File: config.mk
export PLATFORM = sky130hd
export DESIGN_NAME = dbuf_dac
export DESIGN_NICKNAME = d
export VERILOG_FILES = /design/src/rtl/dbuf_dac_pkg.sv /design/src/rtl/dbuf_stage.sv /design/src/rtl/dbuf_dac.sv
export SDC_FILE = /design/constraint.sdc
export NUM_CORES = 1
export LEC_CHECK = 0
export ABC_AREA = 1
export BUFFER_PORTS_ARGS = -buffer_cell sky130_fd_sc_hd__buf_4
export CAP_MARGIN = 40
export CELL_PAD_IN_SITES_DETAIL_PLACEMENT = 1
export CELL_PAD_IN_SITES_GLOBAL_PLACEMENT = 2
export CORE_MARGIN = 2
export CORE_UTILIZATION = 28
export DETAILED_ROUTE_END_ITERATION = 10
export PLACE_DENSITY_LB_ADDON = 0.1
export SYNTH_ARGS = -nofsm -noshare
export SYNTH_HDL_FRONTEND = slang
export SYNTH_SLANG_ARGS = --single-unit
File: constraint.sdc
create_clock -name clk -period 3.3 [get_ports clk]
set_input_delay 0 -clock clk [delete_from_list [all_inputs] [get_ports clk]]
set_output_delay 0 -clock clk [all_outputs]
set_load 0.01 [all_outputs]
File: src/rtl/dbuf_dac_pkg.sv
package dbuf_dac_pkg;
  typedef enum logic [1:0] {
    ST_CLOSED = 2'b00,
    ST_OPEN   = 2'b01
  } stage_mode_e;

  function automatic int unsigned ideal_mv(input int unsigned code,
                                           input int unsigned vref_mv,
                                           input int unsigned bits);
    int unsigned prod;
    prod = code * vref_mv;
    return prod >> bits;
  endfunction
endpackage

File: src/rtl/dbuf_stage.sv
module dbuf_stage #(
  parameter int W = 8
) (
  input  logic         clk,
  input  logic         rst_n,
  input  logic         open_i,
  input  logic [W-1:0] d_i,
  output logic [W-1:0] q_o
);
  import dbuf_dac_pkg::*;

  stage_mode_e mode;
  logic [W-1:0] held_q;

  assign mode = open_i ? ST_OPEN : ST_CLOSED;

  always_comb begin
    if (!rst_n)                q_o = '0;
    else if (mode == ST_OPEN)  q_o = d_i;
    else                       q_o = held_q;
  end

  always_ff @(posedge clk) begin
    if (!rst_n) held_q <= '0;
    else        held_q <= q_o;
  end
endmodule

File: src/rtl/dbuf_dac.sv
module dbuf_dac #(
  parameter int DATA_W  = 8,
  parameter int VREF_MV = 10000,
  parameter int MV_W    = $clog2(VREF_MV + 1)
) (
  input  logic              clk,
  input  logic              rst_n,
  input  logic              sel_n,
  input  logic              wstrobe_n,
  input  logic              xfer_n,
  input  logic [DATA_W-1:0] data_in,
  output logic [DATA_W-1:0] dac_code,
  output logic [MV_W-1:0]   out_mv
);
  import dbuf_dac_pkg::*;

  logic              in_open;
  logic              dac_open;
  logic [DATA_W-1:0] stage_val;
  logic [DATA_W-1:0] code_val;
  int unsigned       mv_full;

  assign in_open  = !sel_n  && !wstrobe_n;
  assign dac_open = !xfer_n && !wstrobe_n;

  dbuf_stage #(.W(DATA_W)) u_stage_in (
    .clk(clk), .rst_n(rst_n), .open_i(in_open), .d_i(data_in), .q_o(stage_val)
  );

  dbuf_stage #(.W(DATA_W)) u_stage_dac (
    .clk(clk), .rst_n(rst_n), .open_i(dac_open), .d_i(stage_val), .q_o(code_val)
  );

  assign dac_code = code_val;
  assign mv_full  = ideal_mv(int'(code_val), VREF_MV, DATA_W);
  assign out_mv   = mv_full[MV_W-1:0];
endmodule

# == Word level (Yosys, flattened, before mapping) ==
# Index checks and enable logic that the tools add are counted.
# totals
ff_bits,16
output_inout_bits,22
wordCells,15
input_bits,13
# op_classes
n_eq_ne,2
n_mul,1
n_reduce_logical,5
muxes,5
# op_table
op,count
$mux W8,3
$mul A8 B10 Y18 const B,1
$eq A2 B1 Y1 const B,2
$logic_not A1 Y1,3
$logic_and A1 B1 Y1,2
$mux W1,2

# == Logic depth before layout (Yosys ltp) ==
# Gate-level depths: netlist of the first run.
# depth
word_depth,8
mapped_depth,24

# == Hierarchy ==
# Synthesis of the first run repeated with hierarchy kept, for this count alone.
# unflattened
cells_unflattened,292
area_unflattened_um2,2039.5
# by_module_without_submodules
mod,cells_each,seq_area_each_um2,area_per_inst_um2,n_inst
dbuf_dac,174,0.0,1263.7,1
dbuf_stage,59,160.2,387.9,2

# == Worst setup path after synthesis of the first run ==
# OpenSTA, ideal clock, no wires.
# synth_path
path_type,register to output
from,reg u_stage_in.held_q[7]
to,out out_mv[8]
path_stages_with_launch,19
setup_slack_ns,-0.159
path_buffers,0
required_ns,3.300
arrival_time_ns,3.459
path_cell_list,dfxtp_1 -> o21ai_2 -> nand2_1 -> nand2_2 -> inv_1 -> ha_1 -> inv_1 -> ha_1 -> fa_1 -> ha_1 -> inv_1 -> fa_1 -> inv_1 -> ha_1 -> nand2_1 -> nor2_1 -> nand2_1 -> nand3_1 -> xor2_1
# synth_via
elab_chain_cells,4
# synth_rtl
item,line,source
"start, declared",dbuf_stage.sv:13,logic [W-1:0] held_q;
"start signal, assigned",dbuf_stage.sv:25,else held_q <= q_o;
$mux W8 (2 in a row),dbuf_stage.sv:19,else if (mode == ST_OPEN) q_o = d_i;
$mux W8,dbuf_stage.sv:18,if (!rst_n) q_o = '0;
$mul A8 B10 Y18,dbuf_dac_pkg.sv:11,prod = code * vref_mv;
"end, declared",dbuf_dac.sv:13,output logic [MV_W-1:0] out_mv
# Every way passes these cells.

# == Worst setup path in the final report of the first run ==
# layout_path
from,reg u_stage_in.held_q[7]
to,out out_mv[9]
# Same word-level chain as after synthesis.

==> metrics.md, run 1 <==
| Metric | Value |
|---|---|
| Period utilization | `1.15` |
| Synth warn | `0` |
| Fmax achieved | `263 MHz` |
| Fin nets | `428` |
| Ant diodes | `0` |
| Worst-Skew Late Latency | `0.25 ns` |
| Final Power | `0.00107 W` |
| Drt via density | `4.43` |
| Via Count | `1,967` |
| Die X | `87.1 µm` |
| Post-synth net total | `333` |
| Failing checks | `setup timing` |
| Die Area | `0.00759 mm²` |
| Pre-Repair DR Iteration Count | `4` |
| Outcome | `finished with violations` |
| Clock Path Buffers | `2` |
| Hold_ws | `0.0308 ns` |
| Leak | `1.79 nW` |
| Post-route setup slack | `-0.495 ns` |
| Cell count after synthesis | `270` |
| Clk_skew | `0.00136 ns` |
| Most frequent cells in the layout | `79 x buf_4, 44 x inv_1, 42 x nand2_1` |
| Normalized max-slew margin | `0.865` |
| Cell area after placement | `0.00264 mm²` |
| DR WL/cell | `12.0 µm` |
| CORE AREA | `0.00676 mm²` |
| Arr. time, crit path | `3.80 ns` |
| Endpoints failing setup | `10` |
| Pins over their slew limit | `0` |
| CTS tree | `done` |
| Final Hold Fails | `0` |
| Total CTS buffers | `3` |
| Antenna violations before repair | `0` |
| DRC violations left | `0` |
| Row count | `30` |
| Die H | `87.1 µm` |
| Vias in the first global route | `2,038` |
| Critical path class | `reg -> out` |
| P per Cell Area | `334 mW/mm²` |
| Register area share after synthesis | `0.165` |
| Share of layout cells above drive strength 1 | `0.497` |
| Final Cell Area | `0.00319 mm²` |
| Synth Register Bits | `16` |
| Tmin final | `3.80 ns` |
| CP Capture Type | `output pin` |
| Final core utilization | `0.472` |
| Startpoint Class | `register` |
| Avg Synthesized Cell Area | `7.17 µm²` |
| Ports | `35` |
| Required @ worst endpoint | `3.30 ns` |
| RSZ-0062 raised after global routing | `true` |
| Largest net degree at the start of global routing | `11` |
| Critical path fanouts, max | `4` |
| Clock sink total | `16` |
| First-pass GRT wire length | `9240 µm` |
| Distinct cells, synth | `24` |
| Gr usage total | `0.153` |
| Starting density of the core | `0.286` |
| Max H-tree Level | `1` |
| Total grt overflow | `0` |
| Worst hold path type | `in -> reg` |
| Post-Route WL | `5340 µm` |
| Most common cell after layout, fill and taps aside | `buf_4` |
| MaxCap Viol Count | `0` |
| Worst Max-Slew Pin Slew | `0.201 ns` |
| Root buf cell | `clkbuf_8` |
| Post-DP HPWL | `4350 µm` |
| Iteration-0 DRC Markers | `35` |
| VDD IR max | `213 µV` |
| Clock transition at path regs | `0.07 ns` |
| Syn-to-layout area delta | `64.9%` |
| IO Port Bufs | `34` |
| Antenna viol nets, final | `0` |
| Synthesized cell area | `0.00194 mm²` |
| GPL Wtd Cong | `0.756` |
-- flip-flops by register name, summed over array words and instances, names as in the netlist --
signal / count
u_stage_dac.held_q: 8
u_stage_in.held_q: 8
-- critical path, stage by stage (launching register included) --
cell and delay [ns]:
dfxtp_2 0.32, o21ai_2 0.13, nand2_1 0.09, nand2_2 0.10, inv_2 0.05, ha_4 0.26
inv_4 0.04, ha_4 0.22, fa_1 0.46, ha_1 0.30, inv_1 0.05, fa_1 0.50
inv_2 0.05, ha_4 0.31, nand2_4 0.08, buf_6 0.12, nor2_4 0.12, nor2_4 0.05
nand2_2 0.08, nand2_1 0.05, nand2_1 0.07, buf_6 0.10
-- final timing paths --
kind,startpoint,endpoint,slack [ns],cells after the start
max,u_stage_in.held_q[7]$_SDFF_PN0_,out_mv[9],-0.50,21
min,data_in[6],u_stage_in.held_q[6]$_SDFF_PN0_,0.03,3
min reg2reg,u_stage_in.held_q[6]$_SDFF_PN0_,u_stage_in.held_q[6]$_SDFF_PN0_,0.49,2
max reg2reg,u_stage_in.held_q[0]$_SDFF_PN0_,u_stage_in.held_q[0]$_SDFF_PN0_,1.98,4
-- power breakdown --
group          internal, W  total, W  switching [W]  leakage [nW]
combinational     0.000346  0.000678       0.000332          1.63
clock             0.000106  0.000179      0.0000731        0.0288
sequential        0.000205  0.000208     0.00000288         0.132
total             0.000658   0.00107       0.000408          1.79
-- repair_timing --
action,4_1_cts,5_1_grt
hold buffers,4,0
pin swaps,37,12
resized for setup,56,29
setup endpoints to repair,11,11
hold endpoints to repair,4,0
buffers inserted,11,4
-- per-layer routing --
layer / up-vias / GRT usage / wire, µm
met5: - / 0 / 0
met2: 23 / 0.264 / 2470
li1: 1013 / - / -
met1: 929 / 0.211 / 2750
met4: 0 / 0.0168 / 13
met3: 2 / 0.0199 / 112
-- layout make-up --
cell class	count	area, µm²
Clock buffer	4	55.1
Multi-Input combinational cell	191	1740
Tap cell	80	100
Timing Repair Buffer	93	746
Sequential cell	16	322
Fill cell	844	3560
Inverter	60	233
-- logic make-up (layout without fill, tap and decap cells) --
family / Yosys count / count (layout) / share of synthesized area
xor+xnor: 5 / 5 / 0.0226
simple gates: 122 / 122 / 0.270
buf+inv: 63 / 157 / 0.127
fa+ha+maj: 50 / 50 / 0.366
flops: 16 / 16 / 0.165
compound gates: 14 / 14 / 0.0498
-- Yosys cell counts --
cell type  count  share of area
xnor2_1        1         0.0045
or2_2          1         0.0032
nand3_2        1         0.0052
clkbuf_1       1         0.0019
nor2_2         1         0.0032
o21ai_0        1         0.0026
dfxtp_1       16           0.17
nor3_1         1         0.0026
o21ai_2        7          0.032
inv_2          1         0.0019
nor2_1        33          0.064
nand2_1       61           0.12
a21oi_1        6          0.016
nand2_2        5          0.016
nand4_1        2         0.0065
buf_2          1         0.0026
fa_1          11           0.11
inv_1         59           0.11
buf_6          1         0.0058
ha_1          39           0.25
xor2_1         4          0.018
nand3_1       11          0.028
nor2_4         1         0.0058
or2_1          5          0.016
-- per-stage QoR --
stage	std cells	setup WS (ns)	setup TNS, ns
global route	444	-0.628	-5.14
finish	444	-0.495	-3.41
detailed placement	422	-0.367	-2.86
floorplan	270	0.00776	0
global placement	422	-0.315	-2.68
CTS	441	-0.412	-3.41
Power figures use the tool's default switching activity.
==> run 2: changes to the inputs <==
- SETUP_SLACK_MARGIN: not set -> 0.2
==> run 2 against run 1 <==
Compared with the run above:
- the run still ends with setup timing left
- utilization is 0.56 points lower
- sequential power hardly changed
- routed wire length is 2.2% lower
- combinational power is 3.7% lower
- largest power group unchanged
- die area stayed put
- sequential share of layout area is 0.12 points higher
==> metrics.md, run 2 (synthesis gave the netlist of run 1 again) <==
| Metric | Value |
|---|---|
| Fmax achieved | `273 MHz` |
| Clock Path Buffers | `2` |
| Row count | `30` |
| Die H | `87.1 µm` |
| Post-DP HPWL | `4350 µm` |
| First-pass GRT wire length | `8900 µm` |
| Worst-Skew Late Latency | `0.25 ns` |
| VDD IR max | `166 µV` |
| Most common cell after layout, fill and taps aside | `buf_4` |
| Leak | `1.76 nW` |
| Clock transition at path regs | `0.07 ns` |
| Pre-CTS setup slack | `-0.215 ns` |
| Reg-to-Reg Start | `u_stage_in.held_q[0]$_SDFF_PN0_` |
| Critical path fanouts, max | `4` |
| Die X | `87.1 µm` |
| Failing checks | `setup timing` |
| MaxCap Viol Count | `0` |
| CP Launch Point | `u_stage_in.held_q[5]$_SDFF_PN0_` |
| Share of layout cells above drive strength 1 | `0.493` |
| GRT Max-Usage Layer | `met2` |
| RSZ-0062 raised after global routing | `true` |
| Final Hold Fails | `0` |
| Gr usage total | `0.147` |
| Biggest regs | `u_stage_dac.held_q (8), u_stage_in.held_q (8)` |
| Clk_skew | `0.000374 ns` |
| Tmin final | `3.66 ns` |
| Antenna viol nets, final | `0` |
| Met2 usage | `0.251` |
| P per Cell Area | `320 mW/mm²` |
| Via Count | `1,943` |
| DR WL/cell | `12.0 µm` |
| DRC violations left | `0` |
| Met1 Usage GRT | `0.203` |
| Clock sink total | `16` |
| R2r endpoint | `u_stage_in.held_q[0]$_SDFF_PN0_` |
| R2R setup slack | `2.02 ns` |
| Startpoint Class | `register` |
| Iteration-0 DRC Markers | `32` |
| GPL Wtd Cong | `0.743` |
| Worst hold path type | `in -> reg` |
| Most frequent cells in the layout | `74 x buf_4, 47 x inv_1, 39 x nand2_1` |
| Total grt overflow | `0` |
| Normalized max-slew margin | `0.833` |
| Total CTS buffers | `3` |
| Arr. time, crit path | `3.66 ns` |
| Pins over their slew limit | `0` |
| Ant diodes | `0` |
| R2R depth | `4` |
| Drt via density | `4.45` |
| Ports | `35` |
| Max H-tree Level | `1` |
| Critical path class | `reg -> out` |
| Syn-to-layout area delta | `63.0%` |
| Largest net degree at the start of global routing | `11` |
| Endpoints failing setup | `11` |
| Hold_ws | `0.00252 ns` |
| Die Area | `0.00759 mm²` |
| Period utilization | `1.11` |
| Root buf cell | `clkbuf_8` |
| IO Port Bufs | `34` |
| Post-Route WL | `5220 µm` |
| Pre-Repair DR Iteration Count | `4` |
| Vias in the first global route | `1,992` |
| Worst Max-Slew Pin Slew | `0.250 ns` |
| CP Capture Type | `output pin` |
| Starting density of the core | `0.286` |
| Required @ worst endpoint | `3.30 ns` |
| Worst Setup EP | `out_mv[12]` |
| CTS tree | `done` |
| M3 GR Usage | `0.0199` |
| Outcome | `finished with violations` |
| CORE AREA | `0.00676 mm²` |
| Fin nets | `422` |
| Antenna violations before repair | `0` |
| Post-route setup slack | `-0.363 ns` |
==> run 2: timing repair <==
action,CTS,global route
endpoints found under the setup margin,11,11
hold buffers,3,0
pin swaps,25,24
gates resized for setup,28,30
hold endpoints to repair,3,0
buffers inserted,6,5
==> run 2: per-stage QoR <==
step	setup TNS [ns]	instances	area, µm²	util	power (W)
global route	-5.05	437	3150	0.467	0.00111
CTS	-3.12	432	2990	0.442	0.000983
floorplan	0	270	2110	-	0.000559
global placement	-0.992	420	2750	0.408	0.000781
finish	-2.92	437	3150	0.467	0.00101
detailed placement	-1.17	420	2750	0.408	0.000786
==> run 2: layout make-up <==
class,instances,area (µm²)
clock buffers,3,41.3
fillers,816,3600
inverters,60,238
multi-input cells,191,1750
flip-flops and latches,16,322
well taps,80,100
repair buffers,87,707
==> run 2: how the worst min path moves through the flow <==
stage	depth (start not counted)	slack, ns	end	startpoint
2_1_floorplan	2	0.14	u_stage_in.held_q[0]$_SDFF_PN0_	data_in[0]
6_report	3	0.003	u_stage_in.held_q[5]$_SDFF_PN0_	data_in[5]
3_5_place_dp	3	0.26	u_stage_in.held_q[0]$_SDFF_PN0_	data_in[0]
5_1_grt	3	0.02	u_stage_in.held_q[4]$_SDFF_PN0_	data_in[4]
3_3_place_gp	3	0.25	u_stage_in.held_q[3]$_SDFF_PN0_	data_in[3]
4_1_cts	3	0.01	u_stage_in.held_q[5]$_SDFF_PN0_	data_in[5]
==> run 2: layer usage <==
layer  vias up  share of wire
met5         -              0
met4         0         0.0027
met3         2          0.021
met2        23           0.48
met1       923           0.49
li1        995              -
==> run 2: worst max-delay path, stage by stage (launching register included) <==
cell and delay (ns):
dfxtp_2 0.31, or2_1 0.22, o21ai_2 0.07, nand2_1 0.09, nand2_2 0.09, inv_4 0.05
buf_6 0.11, ha_4 0.22, fa_1 0.43, ha_1 0.29, inv_2 0.03, fa_1 0.49
inv_2 0.05, ha_4 0.27, nand2_4 0.08, inv_1 0.05, nand2_2 0.07, nand2_1 0.07
nand2_2 0.09, nand3_2 0.06, nand2_1 0.08, nand2_2 0.04, buf_4 0.13
==> run 2: where the power goes <==
part | internal (W) | leakage [nW] | switching [W]
sequential | 0.000206 | 0.132 | 0.00000295
clock | 0.0000810 | 0.0216 | 0.0000673
combinational | 0.000327 | 1.61 | 0.000326
total | 0.000613 | 1.76 | 0.000397
==> run 3: changes to the inputs <==
- SETUP_SLACK_MARGIN: 0.2 -> 0.1
==> run 3 against run 2 <==
Compared with the run above:
- the run still ends with setup timing left
- worst setup slack lost 0.010 ns
- largest power group unchanged
- sequential share of layout area is essentially flat
- register-to-register slack is essentially flat
==> metrics.md, run 3 (synthesis gave the netlist of run 1 again) <==
| Metric | Value |
|---|---|
| Clock sink total | `16` |
| Drt via density | `4.36` |
| Clock Path Buffers | `2` |
| Ant diodes | `0` |
| Placed cells | `425` |
| DRC violations left | `0` |
| Most used cell, CP | `nand2_1` |
| Die H | `87.1 µm` |
| Worst-path cell chain | `or2_1 > o21ai_2 > nand2_1 > nand2_2 > inv_2 > buf_6 > ha_4 > fa_1 > ha_1 > inv_1 > fa_1 > inv_2 > ha_4 > nand2_4 > nor2_2 > nand3_2 > nand2_1 > nand2_1 > nand2_2 > buf_6` |
| Total CTS buffers | `3` |
| Normalized max-slew margin | `0.786` |
| CORE AREA | `0.00676 mm²` |
| Starting density of the core | `0.286` |
| GPL Wtd Cong | `0.791` |
| Gr usage total | `0.161` |
| Iteration-0 DRC Markers | `30` |
| Startpoint Class | `register` |
| Critical path fanouts, max | `4` |
| Failing checks | `setup timing` |
| Antenna viol nets, final | `0` |
| Clock transition at path regs | `0.07 ns` |
| Share of layout cells above drive strength 1 | `0.489` |
| Worst hold path type | `in -> reg` |
| Pins over their slew limit | `0` |
| Hold path cells | `3` |
| CP max stage delay | `0.49 ns` |
| Endpoints failing setup | `11` |
| Tmin final | `3.67 ns` |
| Max H-tree Level | `1` |
| Most frequent cells in the layout | `80 x buf_4, 47 x inv_1, 42 x nand2_1` |
| Worst Max-Slew Pin Slew | `0.317 ns` |
| CP Capture Type | `output pin` |
| Total grt overflow | `0` |
| Cell area after placement | `0.00272 mm²` |
| Leak | `1.78 nW` |
| Fmax achieved | `272 MHz` |
| Biggest regs | `u_stage_dac.held_q (8), u_stage_in.held_q (8)` |
| Critical path class | `reg -> out` |
| Fin nets | `426` |
| Fin cells | `442` |
| Worst-Skew Late Latency | `0.25 ns` |
| R2r endpoint | `u_stage_in.held_q[2]$_SDFF_PN0_` |
| R2R setup slack | `2.03 ns` |
| Arr. time, crit path | `3.67 ns` |
| CTS tree | `done` |
| Via Count | `1,925` |
| Outcome | `finished with violations` |
| Required @ worst endpoint | `3.30 ns` |
| MaxCap Viol Count | `0` |
| Period utilization | `1.11` |
| Hold_sp | `data_in[0]` |
| Die X | `87.1 µm` |
| VDD IR max | `163 µV` |
| Reg-to-Reg Start | `u_stage_in.held_q[2]$_SDFF_PN0_` |
| Pre-Repair DR Iteration Count | `4` |
| First-pass GRT wire length | `9650 µm` |
| Vias in the first global route | `2,064` |
| DR WL/cell | `12.4 µm` |
| Syn-to-layout area delta | `63.1%` |
| P per Cell Area | `335 mW/mm²` |
| R2R depth | `4` |
| RSZ-0062 raised after global routing | `true` |
| Most common cell after layout, fill and taps aside | `buf_4` |
| Slowest-stage cell, CP | `fa_1` |
| Worst hold path endpoint | `u_stage_in.held_q[0]$_SDFF_PN0_` |
| Die Area | `0.00759 mm²` |
| Largest net degree at the start of global routing | `10` |
| Row count | `30` |
| Antenna violations before repair | `0` |
| Ports | `35` |
| Clk_skew | `0.00223 ns` |
| Pre-CTS setup slack | `-0.321 ns` |
| Post-DP HPWL | `4460 µm` |
| Final Hold Fails | `0` |
| Final Cell Area | `0.00316 mm²` |
| Root buf cell | `clkbuf_8` |
| Final core utilization | `0.467` |
| IO Port Bufs | `34` |
| Post-route setup slack | `-0.374 ns` |
| FILL cells | `823` |
| Post-Route WL | `5490 µm` |
[run 3: cell count changes in the layout (fill, tap and decap cells not counted), moves of 2 or more]
cell | previous run | this run
inv_2 | 8 | 11
nand2_2 | 24 | 22
inv_4 | 5 | 2
buf_4 | 74 | 80
nand2_1 | 39 | 42
[run 3: how the worst max path moves through the flow]
| stage | from | end | slack (ns) | depth (start not counted) |
|---|---|---|---|---|
| final | u_stage_in.held_q[5]$_SDFF_PN0_ | out_mv[10] | -0.37 | 20 |
| after global routing | u_stage_in.held_q[5]$_SDFF_PN0_ | out_mv[10] | -0.57 | 20 |
| after CTS | u_stage_dac.held_q[6]$_SDFF_PN0_ | out_mv[11] | -0.36 | 18 |
| after detailed placement | sel_n | out_mv[10] | -0.32 | 22 |
| after global placement | sel_n | out_mv[10] | -0.29 | 22 |
| after floorplan | u_stage_in.held_q[5]$_SDFF_PN0_ | out_mv[12] | 0.10 | 20 |
[run 3: what timing repair did]
item / in CTS / in global routing
setup endpoints to repair: 11 / 11
buffers inserted: 11 / 1
resized for setup: 41 / 20
hold buffers: 2 / 0
pin swaps: 36 / 17
endpoints found under the hold margin: 2 / 0
[run 3: where the power goes]
part / switching [W] / internal, W
registers: 0.00000301 / 0.000205
logic: 0.000330 / 0.000338
clock network: 0.0000739 / 0.000106
total: 0.000407 / 0.000649
[run 3: worst max-delay path: cells and delay by family (launching register included)]
family | cells | cell delay [ns]
adders and majority gates | 5 | 1.79
DFF | 1 | 0.30
AOI/OAI and AO/OA | 1 | 0.07
and+or+nand+nor | 9 | 0.91
buffers and inverters | 5 | 0.36
[run 3: layout make-up]
| type | count | area (µm²) | area share |
|---|---|---|---|
| clock buffer | 4 | 55.1 | 0.0174 |
| multi-input combinational | 191 | 1730 | 0.547 |
| sequential | 16 | 322 | 0.102 |
| timing repair buffer | 91 | 722 | 0.229 |
| inverter | 60 | 230 | 0.0729 |
| tap | 80 | 100 | 0.0317 |
[run 3: through the flow]
step | total power (W) | TNS [ns] | hold WS (ns)
floorplan | 0.000545 | 0 | 0.145
global placement | 0.000772 | -1.87 | 0.254
detailed placement | 0.000777 | -2.31 | 0.263
CTS | 0.00104 | -3.39 | 0.00120
global route | 0.00116 | -4.98 | 0.0348
finish | 0.00106 | -2.92 | 0.00265
[run 3: routing by layer]
| metal | GRT usage | wire [µm] | vias to the layer above | part of all wire |
|---|---|---|---|---|
| met5 | 0 | 0 | - | 0 |
| met1 | 0.239 | 2840 | 893 | 0.52 |
| li1 | - | - | 1005 | - |
| met3 | 0.0209 | 128 | 2 | 0.023 |
| met4 | 0.0210 | 20 | 0 | 0.0036 |
| met2 | 0.256 | 2500 | 25 | 0.46 |
